<file path="config.mk">
export PLATFORM = sky130hd
export DESIGN_NAME = pwm_pair_gen
export DESIGN_NICKNAME = d
export VERILOG_FILES = /design/src/rtl/pwm_pair_pkg.sv /design/src/rtl/pwm_engine.sv /design/src/rtl/pwm_pair_gen.sv
export SDC_FILE = /design/constraint.sdc
export NUM_CORES = 1
export LEC_CHECK = 0
export BUFFER_PORTS_ARGS = -buffer_cell sky130_fd_sc_hd__buf_2
export CORE_MARGIN = 1.5
export CORE_UTILIZATION = 60
export CTS_CLUSTER_SIZE = 40
export DETAILED_ROUTE_END_ITERATION = 10
export PLACE_DENSITY = 0.86
export SYNTH_ARGS = -nofsm -noshare
export SYNTH_HDL_FRONTEND = slang
export SYNTH_SLANG_ARGS = --single-unit
</file>
<file path="constraint.sdc">
create_clock -name clk -period 4.49 [get_ports clk]
set_input_delay 0.2245 -clock clk [delete_from_list [all_inputs] [get_ports clk]]
set_output_delay 0.2245 -clock clk [all_outputs]
set_load 0.1 [all_outputs]
</file>
<file path="src/rtl/pwm_pair_pkg.sv">
package pwm_pair_pkg;

  // Active window test: rising half uses strict compare, falling half
  // includes the duty value so both halves contribute the same count.
  function automatic logic win_active(logic falling, int unsigned cnt,
                                      int unsigned dty);
    return falling ? (cnt <= dty) : (cnt < dty);
  endfunction

  // Pin level from enable, zero-period flag, window and polarity.
  function automatic logic pin_level(logic en, logic per_zero, logic act,
                                     logic pol);
    if (!en)      return !pol;
    if (per_zero) return pol;
    return act ? pol : !pol;
  endfunction

endpackage

</file>
<file path="src/rtl/pwm_engine.sv">
module pwm_engine #(
  parameter int CW = 8
) (
  input  logic          clk,
  input  logic          rst_n,
  input  logic          tick,
  input  logic          en,
  input  logic          clr,
  input  logic          center,
  input  logic          pol,
  input  logic [CW-1:0] per_nxt,
  input  logic [CW-1:0] dty_nxt,
  output logic [CW-1:0] cnt,
  output logic          pin
);
  import pwm_pair_pkg::*;

  localparam logic [CW-1:0] ONE = CW'(1);

  logic          falling;
  logic [CW-1:0] per_q, dty_q;
  logic          per_zero, at_top, at_bot, period_end, act;

  assign per_zero   = (per_q == '0);
  assign at_top     = per_zero || (cnt >= per_q - ONE);
  assign at_bot     = (cnt <= ONE);
  assign period_end = per_zero || (!center && at_top) ||
                      (center && falling && at_bot);
  assign act        = win_active(falling, int'(cnt), int'(dty_q));
  assign pin        = pin_level(en, per_zero, act, pol);

  always_ff @(posedge clk or negedge rst_n) begin
    if (!rst_n) begin
      cnt     <= '0;
      falling <= 1'b0;
      per_q   <= '0;
      dty_q   <= '0;
    end else if (!en) begin
      cnt     <= '0;
      falling <= 1'b0;
      per_q   <= per_nxt;
      dty_q   <= dty_nxt;
    end else if (clr) begin
      cnt     <= '0;
      falling <= 1'b0;
    end else if (tick) begin
      if (period_end) begin
        cnt     <= '0;
        falling <= 1'b0;
        per_q   <= per_nxt;
        dty_q   <= dty_nxt;
      end else if (!center || !falling) begin
        if (center && at_top) begin
          cnt     <= per_q;
          falling <= 1'b1;
        end else begin
          cnt <= cnt + ONE;
        end
      end else begin
        cnt <= cnt - ONE;
      end
    end
  end

  a_r5_idle_cnt_zero: assert property (@(posedge clk) disable iff (!rst_n)
    !en |=> (cnt == '0));
  a_r8_clr_zero: assert property (@(posedge clk) disable iff (!rst_n)
    (en && clr) |=> (cnt == '0));
  a_r3_zero_per_hold: assert property (@(posedge clk) disable iff (!rst_n)
    (en && per_zero) |=> (cnt == '0));
  a_r2_center_bound: assert property (@(posedge clk) disable iff (!rst_n)
    (en && center) |-> (cnt <= per_q));

endmodule

</file>
<file path="src/rtl/pwm_pair_gen.sv">
module pwm_pair_gen #(
  parameter int W = 8
) (
  input  logic         clk,
  input  logic         rst_n,
  input  logic         tick_a,
  input  logic         tick_b,
  input  logic [1:0]   clk_sel,
  input  logic [1:0]   ch_en,
  input  logic [1:0]   ch_pol,
  input  logic [1:0]   ch_center,
  input  logic         concat_in,
  input  logic [1:0]   per_wr,
  input  logic [1:0]   dty_wr,
  input  logic [1:0]   cnt_wr,
  input  logic [W-1:0] wdata,
  input  logic         rd_en,
  input  logic         rd_sel,
  output logic [W-1:0] rd_data,
  output logic         concat_mode,
  output logic [1:0]   pwm_out
);
  localparam int W2 = 2 * W;

  logic             concat_q;
  logic [1:0][W-1:0] per_buf, dty_buf, cnt8;
  logic [1:0]       pin8, tick_ch;
  logic [W2-1:0]    cnt16;
  logic             pin16;
  logic [W-1:0]     cnt_hi, cnt_lo, lo_hold;
  logic             hold_valid;

  always_ff @(posedge clk or negedge rst_n) begin
    if (!rst_n)          concat_q <= 1'b0;
    else if (ch_en == '0) concat_q <= concat_in;
  end
  assign concat_mode = concat_q;

  for (genvar i = 0; i < 2; i++) begin : g_ch
    assign tick_ch[i] = clk_sel[i] ? tick_b : tick_a;

    always_ff @(posedge clk or negedge rst_n) begin
      if (!rst_n) begin
        per_buf[i] <= '0;
        dty_buf[i] <= '0;
      end else begin
        if (per_wr[i]) per_buf[i] <= wdata;
        if (dty_wr[i]) dty_buf[i] <= wdata;
      end
    end

    pwm_engine #(.CW(W)) u_eng (
      .clk(clk), .rst_n(rst_n), .tick(tick_ch[i]),
      .en(ch_en[i] && !concat_q), .clr(cnt_wr[i] && !concat_q),
      .center(ch_center[i]), .pol(ch_pol[i]),
      .per_nxt(per_buf[i]), .dty_nxt(dty_buf[i]),
      .cnt(cnt8[i]), .pin(pin8[i])
    );
  end

  pwm_engine #(.CW(W2)) u_wide (
    .clk(clk), .rst_n(rst_n), .tick(tick_ch[1]),
    .en(ch_en[1] && concat_q), .clr((|cnt_wr) && concat_q),
    .center(ch_center[1]), .pol(ch_pol[1]),
    .per_nxt({per_buf[0], per_buf[1]}), .dty_nxt({dty_buf[0], dty_buf[1]}),
    .cnt(cnt16), .pin(pin16)
  );

  assign pwm_out[0] = concat_q ? 1'b0 : pin8[0];
  assign pwm_out[1] = concat_q ? pin16 : pin8[1];

  assign cnt_hi = concat_q ? cnt16[W2-1:W] : cnt8[0];
  assign cnt_lo = concat_q ? cnt16[W-1:0]  : cnt8[1];

  always_ff @(posedge clk or negedge rst_n) begin
    if (!rst_n) begin
      rd_data    <= '0;
      lo_hold    <= '0;
      hold_valid <= 1'b0;
    end else if (rd_en) begin
      if (!rd_sel) begin
        rd_data <= cnt_hi;
        if (concat_q) begin
          lo_hold    <= cnt_lo;
          hold_valid <= 1'b1;
        end
      end else begin
        rd_data    <= (concat_q && hold_valid) ? lo_hold : cnt_lo;
        hold_valid <= 1'b0;
      end
    end
  end

  a_r7_concat_locked: assert property (@(posedge clk) disable iff (!rst_n)
    (ch_en != '0) |=> $stable(concat_q));
  a_r6_even_engine_idle: assert property (@(posedge clk) disable iff (!rst_n)
    concat_q |=> (cnt8[0] == '0));
  a_r6_even_pin_low: assert property (@(posedge clk) disable iff (!rst_n)
    $past(concat_q) && concat_q |-> !pwm_out[0]);

endmodule

</file>
* Yosys cells after proc, flatten, opt, wreduce, memory -nomap -nowiden
Cells that the tools add are included.
** Operators by class
- $add $sub $neg :: 9
- Bitwise logic cells :: 1
- Reductions and logical operators :: 53
- Multiplexer cells :: 94
- $lt $le $gt $ge :: 12
- Equal/unequal tests :: 18
** Operator list (number)
- $mux W8 :: 32
- $mux W16 :: 14
- $mux W1 :: 48
- $sub A16 B1 Y16 const B :: 2
- $sub A8 B1 Y8 const B :: 4
- $ne A4 B4 Y1 const B :: 6
- $reduce_and A3 Y1 :: 7
- $logic_and A1 B1 Y1 :: 19
- $add A16 B1 Y16 const B :: 1
- $add A8 B1 Y8 const B :: 2
- $ge A16 B16 Y1 :: 1
- $ge A8 B8 Y1 :: 2
- $le A16 B1 Y1 const B :: 1
- $le A16 B16 Y1 :: 1
- $le A8 B1 Y1 const B :: 2
- $le A8 B8 Y1 :: 2
- $logic_not A16 Y1 :: 1
- $logic_not A8 Y1 :: 2
- $lt A16 B16 Y1 :: 1
- $lt A8 B8 Y1 :: 2
- $ne A2 B2 Y1 const B :: 7
- $logic_or A1 B1 Y1 :: 12
- $logic_not A1 Y1 :: 8
- $ne A3 B2 Y1 const B :: 2
- other kinds (7) :: 8
** Word-level totals
- Output and inout bits :: 11
- Word-level logic and storage cells :: 207
- Input bits :: 29
- Register bits :: 149

* Longest topological paths before layout
Gate-level depths: netlist of the first run.
- Depth after elaboration :: 10
- Gate-level depth with buffers :: 17
- Mapped depth without buffers :: 15

* Cells and area by module
Synthesis of the first run repeated with hierarchy kept, for this count alone.
** Second synthesis, totals
- Cell total of the unflattened synthesis :: 1146
- Area total of the unflattened synthesis :: 10865.4 µm²
** By module, submodules not included
- pwm_engine at u_wide :: area each 4162.7 µm², seq. area each 1226.2 µm², cells each 464, times used 1
- pwm_engine at g_ch[1].u_eng :: area each 2433.6 µm², seq. area each 625.6 µm², cells each 306, times used 1
- pwm_pair_gen :: area each 2248.4 µm², seq. area each 1251.2 µm², cells each 167, times used 1
- pwm_engine at g_ch[0].u_eng :: area each 2020.7 µm², seq. area each 625.6 µm², cells each 209, times used 1

* Least setup slack after synthesis of the first run
Ideal clock, no wire load.
- Path type :: reg2reg
- Start point :: register u_wide.per_q[3]
- End point :: register u_wide.per_q[10]
- Period minus slack after synthesis :: 3.714 ns
- Cell stages (with the launch flop) :: 14
- Setup slack :: 0.776 ns
- Arrival time :: 3.590 ns
- Data required time :: 4.365 ns
- Setup time :: 0.125 ns
- Path through :: dfrtp_1 nor4_1 or3b_2 nor4_1 xnor2_1 ha_1 nand4_1 nor4_1 a32oi_1 a31oi_1 nor2_1 o211ai_2 buf_2 mux2_2
** Between the ends
- Cells in the longest elaborated chain, start to end :: 8
- Elaborated cells on any way between the ends :: 9
- Classes of those cells :: add/sub: 1; order compare: 1; eq/ne: 1; reduce/logical: 6
** Ends and longest elaborated chain
- start: declaration :: RTL line pwm_engine.sv:21 : logic [CW-1:0] per_q, dty_q;
- start signal: assignment :: RTL line pwm_engine.sv:41 : per_q <= per_nxt;
- start signal: assignment :: RTL line pwm_engine.sv:50 : per_q <= per_nxt;
- $sub A16 B1 Y16 :: RTL line pwm_engine.sv:25 : assign at_top = per_zero || (cnt >= per_q - ONE);
- $ge A16 B16 Y1 :: RTL line pwm_engine.sv:25
- $logic_or A1 B1 Y1 :: RTL line pwm_engine.sv:25
- $logic_and A1 B1 Y1 :: RTL line pwm_engine.sv:27 : assign period_end = per_zero || (!center && at_top) ||
- $logic_or A1 B1 Y1 (*) (2 in series) :: RTL line pwm_engine.sv:27
- $ne A2 B2 Y1 (no line) (*)
- $reduce_and A3 Y1 (no line) (*)
Every way passes the cells marked *; elsewhere a longest branch is shown, timed or not.
A chain may end at the register's enable or synchronous reset.

* Final worst setup path of the first run
- Start point :: register u_wide.per_q[3]
- End point :: register u_wide.cnt[2]
** Between the ends
- Cells in the longest elaborated chain, start to end :: 10
- Elaborated cells on any way between the ends :: 14
- Classes of those cells :: add/sub: 1; order compare: 1; mux: 6; reduce/logical: 6
** Ends and longest elaborated chain
- $sub A16 B1 Y16 :: RTL line pwm_engine.sv:25
- $ge A16 B16 Y1 :: RTL line pwm_engine.sv:25
- $logic_or A1 B1 Y1 :: RTL line pwm_engine.sv:25
- $logic_and A1 B1 Y1 (on tied branches) :: RTL line pwm_engine.sv:53, pwm_engine.sv:27
- $mux W16 / $logic_or A1 B1 Y1 (equally long branches) :: RTL line pwm_engine.sv:53, pwm_engine.sv:27
- $mux W16 / $logic_or A1 B1 Y1 (equally long branches) :: RTL line pwm_engine.sv:52, pwm_engine.sv:27
- $mux W16 (*) :: RTL line pwm_engine.sv:47 : if (period_end) begin
- $mux W16 (*) :: RTL line pwm_engine.sv:46 : end else if (tick) begin
- $mux W16 (*) :: RTL line pwm_engine.sv:43 : end else if (clr) begin
- $mux W16 (*) :: RTL line pwm_engine.sv:38 : end else if (!en) begin
- end signal: assignment :: RTL line pwm_engine.sv:54 : cnt <= per_q;
- end signal: assignment :: RTL line pwm_engine.sv:57 : cnt <= cnt + ONE;
- end signal: assignment :: RTL line pwm_engine.sv:60 : cnt <= cnt - ONE;
- end: declaration :: RTL line pwm_engine.sv:13 : output logic [CW-1:0] cnt,
Every way passes the cells marked *; elsewhere a longest branch is shown, timed or not. The select of a mux whose other input is x is not followed.

==> results.json, run 1 <==
{
  "vias_per_cell": 6.54,
  "path_clk_slew_ns": 0.06,
  "hold_viol_final": 0,
  "cts_tree": "built",
  "clock.fmax_mhz": 239,
  "crit_path_end_kind": "register",
  "drt_wl_total_mm": 26.4,
  "ir_drop_uv": 292,
  "slew_headroom": 0.448,
  "numClockSinks": 149,
  "ctsResizeCount": 0,
  "setup_viol": 0,
  "ios": 40,
  "grt_pass1_vias": 7861,
  "grt_pass1_wl_mm": 42.1,
  "power.leakage_nw": 4.92,
  "grt_usage": 0.327,
  "gp_congestion": 0.971,
  "final_area_mm2": 0.0107,
  "die_area_mm2": 0.0169,
  "netlist_area_mm2": 0.00967,
  "crit_path_start_kind": "register",
  "wire_per_inst_um": 21.1,
  "firstDrtPassIters": 6,
  "portBuffers": 39,
  "min_path_cells": 3,
  "via_count": 8159,
  "synth_cells": 993,
  "hpwl_mm": 18.6,
  "synth_seq_cells": 149,
  "yosysSeqAreaShare": 0.386,
  "r2r_cells": 14,
  "fin_crit_ns": 4.19,
  "worstHoldEndpoint": "concat_mode",
  "min_from": "concat_in",
  "rrSetupSlack_ns": 0.30,
  "gr-total-overflow": 0,
  "post_dp_cell_area_mm2": 0.0101,
  "crit_type": "reg2reg",
  "grt_max_degree": 54,
  "die_h_um": 130,
  "clock_latency_ns": 0.42,
  "cts_setup_buffers": 0,
  "period_share": 0.933,
  "root_buffer": "clkbuf_16",
  "tightest_slew_ns": 0.805,
  "hp-class": "in2reg",
  "die_w_um": 130,
  "syn_nets": 1099,
  "area_growth_pct": 10.6,
  "final_cells": 1248,
  "fin_setup_tns_ns": 0,
  "drc": 0,
  "rsz0062_at_grt": "no",
  "r2r-end": "u_wide.cnt[2]",
  "cts_hold_buf": 1,
  "antenna_found_initial": 0,
  "drt_iter0_markers": 950,
  "async_reset_ff_frac": 1.00,
  "yosysUniqueCellTypes": 67,
  "ant_nets": 0,
  "final_cell_mix": "dfrtp_1 (149), mux2_2 (101), nand2_1 (88)",
  "synth_edf_count": 0,
  "reg2reg_from": "u_wide.per_q[3]",
  "nNetsFinal": 1127,
  "skew_ns": 0.0107,
  "synth.avg_cell_area_um2": 9.74,
  "ys.warnings.count": 0,
  "h-tree-depth": 4,
  "critPathMaxFanout": 19,
  "yosys_most_used_dff": "dfrtp_1",
  "placed_cells": 1217,
  "drive_above_1_share": 0.195,
  "cts_max_path_buffers": 2,
  "power_mw": 3.75,
  "slew_violations": 0,
  "crit_arrival_ns": 4.49,
  "cts_buffers": 17,
  "critical_path_required_ns": 4.79,
  "layout_commonest_cell": "dfrtp_1",
  "diodes": 0,
  "core.rowCount": 46,
  "status": "finished clean",
  "start_util": 0.611,
  "fp.coreArea_mm2": 0.0158,
  "powerDensity_mw_per_mm2": 351,
  "maxCapViolCount": 0
}
through the flow:
step,hold slack (ns),setup WS [ns],util
after CTS,0.0559,0.351,0.676
after global routing,0.0629,0.00872,0.676
after floorplan,-0.0711,0.776,-
after detailed placement,0.182,0.398,0.636
final,0.0581,0.301,0.676
after global placement,0.178,0.506,0.636
kinds of logic after synthesis:
logic type,count (synthesis),share of synthesized area
AOI/OAI and AO/OA,212,0.142
muxes,114,0.141
and+or+nand+nor,298,0.151
xor gates and xnor gates,44,0.0398
DFF,149,0.386
buffers and inverters,99,0.0406
adders and majority gates,77,0.0996
power breakdown:
group / leakage, nW / switching, mW / internal (mW)
Sequential: 1.86 / 0.159 / 1.47
Clock: 0.302 / 0.564 / 0.940
Combinational: 2.76 / 0.348 / 0.272
Total: 4.92 / 1.07 / 2.68
state kept, by name, summed over array words and instances (netlist names):
signal              count
g_ch.u_eng.cnt         16
lo_hold                 8
g_ch.u_eng.dty_q       16
g_ch.u_eng.falling      2
dty_buf                16
u_wide.cnt             16
hold_valid              1
concat_mode             1
g_ch.u_eng.per_q       16
u_wide.dty_q           16
rd_data                 8
per_buf                16
u_wide.per_q           16
u_wide.falling          1
critical path: stages, from the launching register on:
cell,delay [ns]
dfrtp_1,0.45
nor4_1,0.48
nand2_1,0.16
or2_2,0.34
nor3_1,0.23
xnor2_1,0.15
ha_1,0.26
a21o_1,0.18
a21o_1,0.17
a32oi_1,0.23
a31o_1,0.63
buf_4,0.27
mux2i_1,0.20
o22ai_1,0.09
a22o_1,0.24
routing by layer:
metal  vias up  GRT usage  wire length [um]
met3       114     0.0566              2440
met5         -          0                 0
met2       493      0.494             11800
li1       3679          -                 -
met4         0      0.179              1510
met1      3873      0.450             10600
cell type report:
cell class | instances | area (um^2)
tap | 216 | 270
clock buffer | 18 | 439
sequential | 149 | 3730
timing repair buffer | 51 | 307
multi-input combinational | 745 | 5560
clock inverter | 12 | 181
inverter | 57 | 214
fill | 1118 | 5130
how the worst max path moves through the flow:
stage / cells after the start / to / startpoint
finish: 14 / u_wide.cnt[2] / u_wide.per_q[3]
CTS: 14 / u_wide.cnt[2] / u_wide.per_q[3]
global route: 14 / u_wide.cnt[11] / u_wide.per_q[3]
global placement: 13 / u_wide.cnt[2] / u_wide.per_q[3]
detailed placement: 13 / u_wide.cnt[12] / u_wide.per_q[3]
floorplan: 13 / u_wide.per_q[10] / u_wide.per_q[3]
synth_stat cells, drive strengths merged (7+ instances only):
| master | instances | area, um^2 |
|---|---|---|
| dfrtp | 149 | 3730 |
| mux2 | 101 | 1140 |
| nand2 | 88 | 330 |
| ha | 77 | 963 |
| o21ai | 72 | 360 |
| nor2 | 62 | 233 |
| inv | 56 | 210 |
| a21oi | 40 | 200 |
| clkbuf | 35 | 131 |
| nor3 | 31 | 155 |
| xnor2 | 30 | 263 |
| nand3 | 26 | 130 |
| nor4 | 15 | 93.8 |
| xor2 | 14 | 123 |
| and3 | 12 | 75.1 |
| nand4 | 12 | 75.1 |
| o22ai | 12 | 75.1 |
| a31oi | 9 | 56.3 |
| or3 | 9 | 56.3 |
| a21o | 8 | 60.1 |
| mux4 | 8 | 180 |
| nand2b | 8 | 50.1 |
| buf | 7 | 47.5 |
| nor2b | 7 | 43.8 |
| o31ai | 7 | 52.6 |
| or4 | 7 | 60.1 |
Note: power is estimated with default switching activity, not from simulation.
==> run 2, diff against run 1 <==
Settings changed: RECOVER_POWER set to 100, SLEW_MARGIN set to 20.
==> run 2 against run 1 <==
Net effect: the flow now finishes with violations (capacitance limit, slew limit); sequential share of layout area rose by 0.16 points; non-clock buffer count did not move; clock-buffer cell count did not move; critical path depth did not move; sequential cell count did not move; largest cell class unchanged.
==> results.json, run 2 (synthesis results as in run 1) <==
{
  "clock_latency_ns": 0.42,
  "path_clk_slew_ns": 0.06,
  "cts_buffers": 17,
  "fp.coreArea_mm2": 0.0158,
  "area_growth_pct": 10.1,
  "period_share": 0.939,
  "die_h_um": 130,
  "gr-total-overflow": 0,
  "gp_congestion": 0.971,
  "start_util": 0.611,
  "power.leakage_nw": 4.85,
  "via_count": 8233,
  "hold_slack_ns": 0.0569,
  "critical_path_required_ns": 4.82,
  "wire_per_inst_um": 21.2,
  "hp-class": "in2reg",
  "p_sw_frac": 0.286,
  "ir_drop_uv": 295,
  "slew_violations": 47,
  "powerDensity_mw_per_mm2": 352,
  "maxCapViolCount": 1,
  "drt_wl_total_mm": 26.4,
  "die_w_um": 130,
  "p_clk_frac": 0.402,
  "grt_pass1_vias": 7861,
  "cts_tree": "built",
  "drt_iter0_markers": 1070,
  "fin_setup_tns_ns": 0,
  "diodes": 0,
  "grt_max_degree": 54,
  "crit_path_end_kind": "register",
  "crit_path_start_kind": "register",
  "crit_type": "reg2reg",
  "die_area_mm2": 0.0169,
  "ant_nets": 0,
  "critPathMaxFanout": 19,
  "rsz0062_at_grt": "no",
  "antenna_found_initial": 0,
  "h-tree-depth": 4,
  "crit_arrival_ns": 4.54,
  "power_mw": 3.75,
  "portBuffers": 39,
  "nNetsFinal": 1127,
  "p_int_mw": 2.68,
  "grt_usage": 0.327,
  "final_cells": 1248,
  "core.rowCount": 46,
  "skew_ns": 0.0130,
  "setup_viol": 0,
  "violations": "capacitance limit, slew limit",
  "placed_cells": 1217,
  "hold_viol_final": 0,
  "ios": 40,
  "numClockSinks": 149,
  "hpwl_mm": 18.6,
  "tightest_slew_ns": 2.62,
  "root_buffer": "clkbuf_16",
  "grt_pass1_wl_mm": 42.1,
  "r2r_cells": 14,
  "firstDrtPassIters": 5,
  "vias_per_cell": 6.60,
  "cts_max_path_buffers": 2,
  "slew_headroom": -0.749,
  "final_cell_mix": "dfrtp_1 (149), mux2_2 (100), nand2_1 (88)",
  "seqPwrFrac": 0.434,
  "drive_above_1_share": 0.177,
  "clock.fmax_mhz": 237,
  "status": "complete, but fails checks",
  "layout_commonest_cell": "dfrtp_1",
  "drc": 0,
  "power_switching_mw": 1.07,
  "pwr-share-comb": 0.164,
  "fin_crit_ns": 4.21,
  "min_path_cells": 3
}
## run 2: critical path, stage by stage (launching register included)
cell     delay, ns
dfrtp_1       0.45
nor4_1        0.47
nand2_1       0.16
or2_2         0.34
nor3_1        0.23
xnor2_1       0.15
ha_1          0.26
a21o_1        0.18
a21o_1        0.17
a32oi_1       0.24
a31o_1        0.64
nand2_1       0.28
nor3_1        0.28
o21ai_0       0.15
o21ai_0       0.14
## run 2: timing repair
action,in CTS,in global routing
hold buffers,1,0
endpoints found under the setup margin,0,0
setup buffers,0,0
resized for setup,0,0
hold endpoints to repair,44,0
## run 2: path summary, 6_finish.rpt
kind	startpoint	slack, ns	end
max	u_wide.per_q[3]	0.28	u_wide.cnt[5]
min	concat_in	0.06	concat_mode
max reg2reg	u_wide.per_q[3]	0.28	u_wide.cnt[5]
min reg2reg	lo_hold[0]	0.49	lo_hold[0]
max in group asynchronous	rst_n	0.86	g_ch[0].u_eng.per_q[5]
min in group asynchronous	rst_n	1.17	g_ch[1].u_eng.cnt[6]
## run 2: through the flow
step           area (um^2)  utilization  setup WS (ns)
3_3_place_gp         10100        0.636          0.506
2_1_floorplan         9670            -          0.776
4_1_cts              10700        0.676          0.351
6_report             10600        0.673          0.275
5_1_grt              10600        0.673         0.0118
3_5_place_dp         10100        0.636          0.398
## run 2: cell type report
type,instances,area [um^2]
timing repair buffer,51,265
clock buffer,18,439
fill,1130,5180
inverter,57,214
clock inverter,12,181
multi-input combinational,745,5550
tap,216,270
sequential,149,3730
## run 2: metal layers
layer,part of all wire,GRT usage
met5,0,0
met1,0.41,0.450
met4,0.053,0.179
met3,0.091,0.0566
met2,0.45,0.494
## run 2: power by group through the flow
stage / Combinational [mW] / Sequential [mW] / Clock, mW
after floorplan: 0.438 / 1.58 / 0
after global placement: 0.571 / 1.63 / 0
after detailed placement: 0.599 / 1.64 / 0
after CTS: 0.616 / 1.62 / 1.51
after global routing: 0.680 / 1.64 / 1.57
final: 0.614 / 1.63 / 1.51
==> run 3, diff against run 2 <==
Settings changed: SYNTH_HIERARCHICAL set to 1.
==> run 3 against run 2 <==
Net effect: clock-buffer cell count increased by 1; hold slack got worse by 0.020 ns; highest routed layer unchanged; power increased by 11%; the flow still finishes with violations (capacitance limit, slew limit); clock power increased by 3%; critical path type is now reg2out; routed wire length increased by 13%; register-to-register slack improved by 0.03 ns; combinational power increased by 46%; via count increased by 15%; synthesized cell count increased by 15%.
==> results.json, run 3 <==
{
  "diodes": 0,
  "power_mw": 4.15,
  "synth_top_area_cell": "dfrtp_1",
  "gr-total-overflow": 0,
  "synth_edf_count": 0,
  "yosys_most_used_dff": "dfrtp_1",
  "ir_drop_uv": 348,
  "power.leakage_nw": 5.13,
  "synthTopCellsByCount": "dfrtp_1 (149), nor2_1 (101), nand2_1 (78)",
  "crit_path_start_kind": "register",
  "start_util": 0.609,
  "final_cell_mix": "dfrtp_1 (149), nor2_1 (100), nand2_1 (78)",
  "syn_nets": 1252,
  "clock.fmax_mhz": 236,
  "hp-class": "in2reg",
  "ant_nets": 0,
  "drt_wl_total_mm": 29.8,
  "portBuffers": 39,
  "drc": 0,
  "setup_viol": 0,
  "root_buffer": "clkbuf_16",
  "h-tree-depth": 4,
  "fin_crit_ns": 4.24,
  "cts_buffers": 17,
  "slew_headroom": -0.299,
  "synth_cells": 1146,
  "fp.coreArea_mm2": 0.0178,
  "period_share": 0.945,
  "yosysSeqAreaShare": 0.343,
  "yosysUniqueCellTypes": 87,
  "fin_setup_tns_ns": 0,
  "powerDensity_mw_per_mm2": 358,
  "netlist_area_mm2": 0.0109,
  "tightest_slew_ns": 1.95,
  "firstDrtPassIters": 6,
  "crit_type": "reg2out",
  "status": "complete, but fails checks",
  "grt_max_degree": 76,
  "grt_pass1_vias": 8957,
  "ios": 40,
  "synth.avg_cell_area_um2": 9.48,
  "vias_per_cell": 6.79,
  "final_cells": 1399,
  "placed_cells": 1366,
  "nNetsFinal": 1263,
  "numClockSinks": 149,
  "slew_violations": 133,
  "maxCapViolCount": 3,
  "async_reset_ff_frac": 1.00,
  "wire_per_inst_um": 21.3,
  "synth.area.top_cells": "dfrtp_1 (34%), ha_1 (8.9%), mux2_4 (5.5%)",
  "die_w_um": 138,
  "ys.warnings.count": 6,
  "via_count": 9504,
  "die_area_mm2": 0.0189,
  "synth.most_common_cell": "dfrtp_1",
  "grt_pass1_wl_mm": 47.6,
  "core.rowCount": 49,
  "layout_commonest_cell": "dfrtp_1",
  "grt_use_met2": 0.502,
  "area_growth_pct": 6.59,
  "hold_viol_final": 0,
  "drive_above_1_share": 0.126,
  "antenna_found_initial": 0,
  "grt_usage": 0.330,
  "utilization": 0.649,
  "clock_latency_ns": 0.44,
  "violations": "capacitance limit, slew limit",
  "drt_iter0_markers": 1146,
  "rsz0062_at_grt": "no",
  "cts_tree": "built",
  "use_met3": 0.0607,
  "critical_path_required_ns": 4.27,
  "synth_seq_cells": 149,
  "use_met1": 0.463,
  "crit_path_end_kind": "output port",
  "skew_ns": 0.00994,
  "path_clk_slew_ns": 0.06,
  "gp_congestion": 0.917,
  "hpwl_mm": 20.8,
  "synth_top_area_share": 0.343,
  "die_h_um": 138,
  "busiest_layer": "met2",
  "critPathMaxFanout": 14,
  "cts_max_path_buffers": 2,
  "crit_arrival_ns": 4.02
}
run 3: final cells by class:
type,count,area [um^2]
Clock buffer,19,443
Clock inverter,13,199
Fill cell,1361,6260
Inverter,56,210
Multi-Input combinational cell,878,6410
Sequential cell,149,3730
Tap cell,229,287
Timing Repair Buffer,55,304
run 3: logic make-up after synthesis:
group,count (synthesis),synth area share
flops,149,0.343
simple gates,391,0.186
compound gates,243,0.159
xor+xnor,52,0.0419
mux,115,0.130
fa+ha+maj,77,0.0887
buf+inv,119,0.0512
run 3: final timing paths:
check                                  startpoint                endpoint  slack (ns)  cells past startpoint
setup reg to reg                  u_wide/per_q[5]         u_wide/dty_q[4]        0.31                     13
hold / removal                          concat_in             concat_mode        0.04                      2
hold reg to reg            g_ch[0].u_eng/dty_q[3]  g_ch[0].u_eng/dty_q[3]        0.49                      1
setup / recovery                    u_wide/cnt[0]              pwm_out[1]        0.25                     11
min in group asynchronous                   rst_n    g_ch[0].u_eng/cnt[5]        0.88                      2
max in group asynchronous                   rst_n         u_wide/dty_q[5]        0.97                      3
run 3: critical path: stages (launching register included):
cell and delay (ns):
dfrtp_1 0.62, inv_1 0.23, ha_1 0.25, nor2b_1 0.12
o21ai_0 0.09, nand2b_1 0.10, a21oi_1 0.10, o311ai_0 0.38
mux2i_1 0.15, a2111oi_0 0.81, mux2_2 0.29, buf_2 0.43
run 3: what timing repair did:
item,in CTS,in global routing
hold buffers,1,0
hold endpoints to repair,73,0
resized for setup,0,0
setup buffers,0,0
run 3: routing by layer:
metal	wire length, um	share of wire
met4	1050	0.035
met2	13600	0.46
met5	0	0
met3	2940	0.098
met1	12200	0.41
run 3: power by group:
group	total, mW	leakage (nW)	switching (mW)	internal, mW
clock	1.56	0.306	0.606	0.954
sequential	1.69	1.85	0.204	1.49
combinational	0.899	2.98	0.543	0.356
total	4.15	5.13	1.35	2.80
run 3: stage by stage:
stage | cell area (um^2) | hold slack [ns] | worst slack (ns)
after floorplan | 10900 | -0.0711 | 1.01
after global placement | 11100 | 0.297 | 0.600
after detailed placement | 11100 | 0.303 | 0.447
after CTS | 11800 | 0.0326 | 0.349
after global routing | 11600 | 0.0238 | 0.0589
final | 11600 | 0.0366 | 0.247
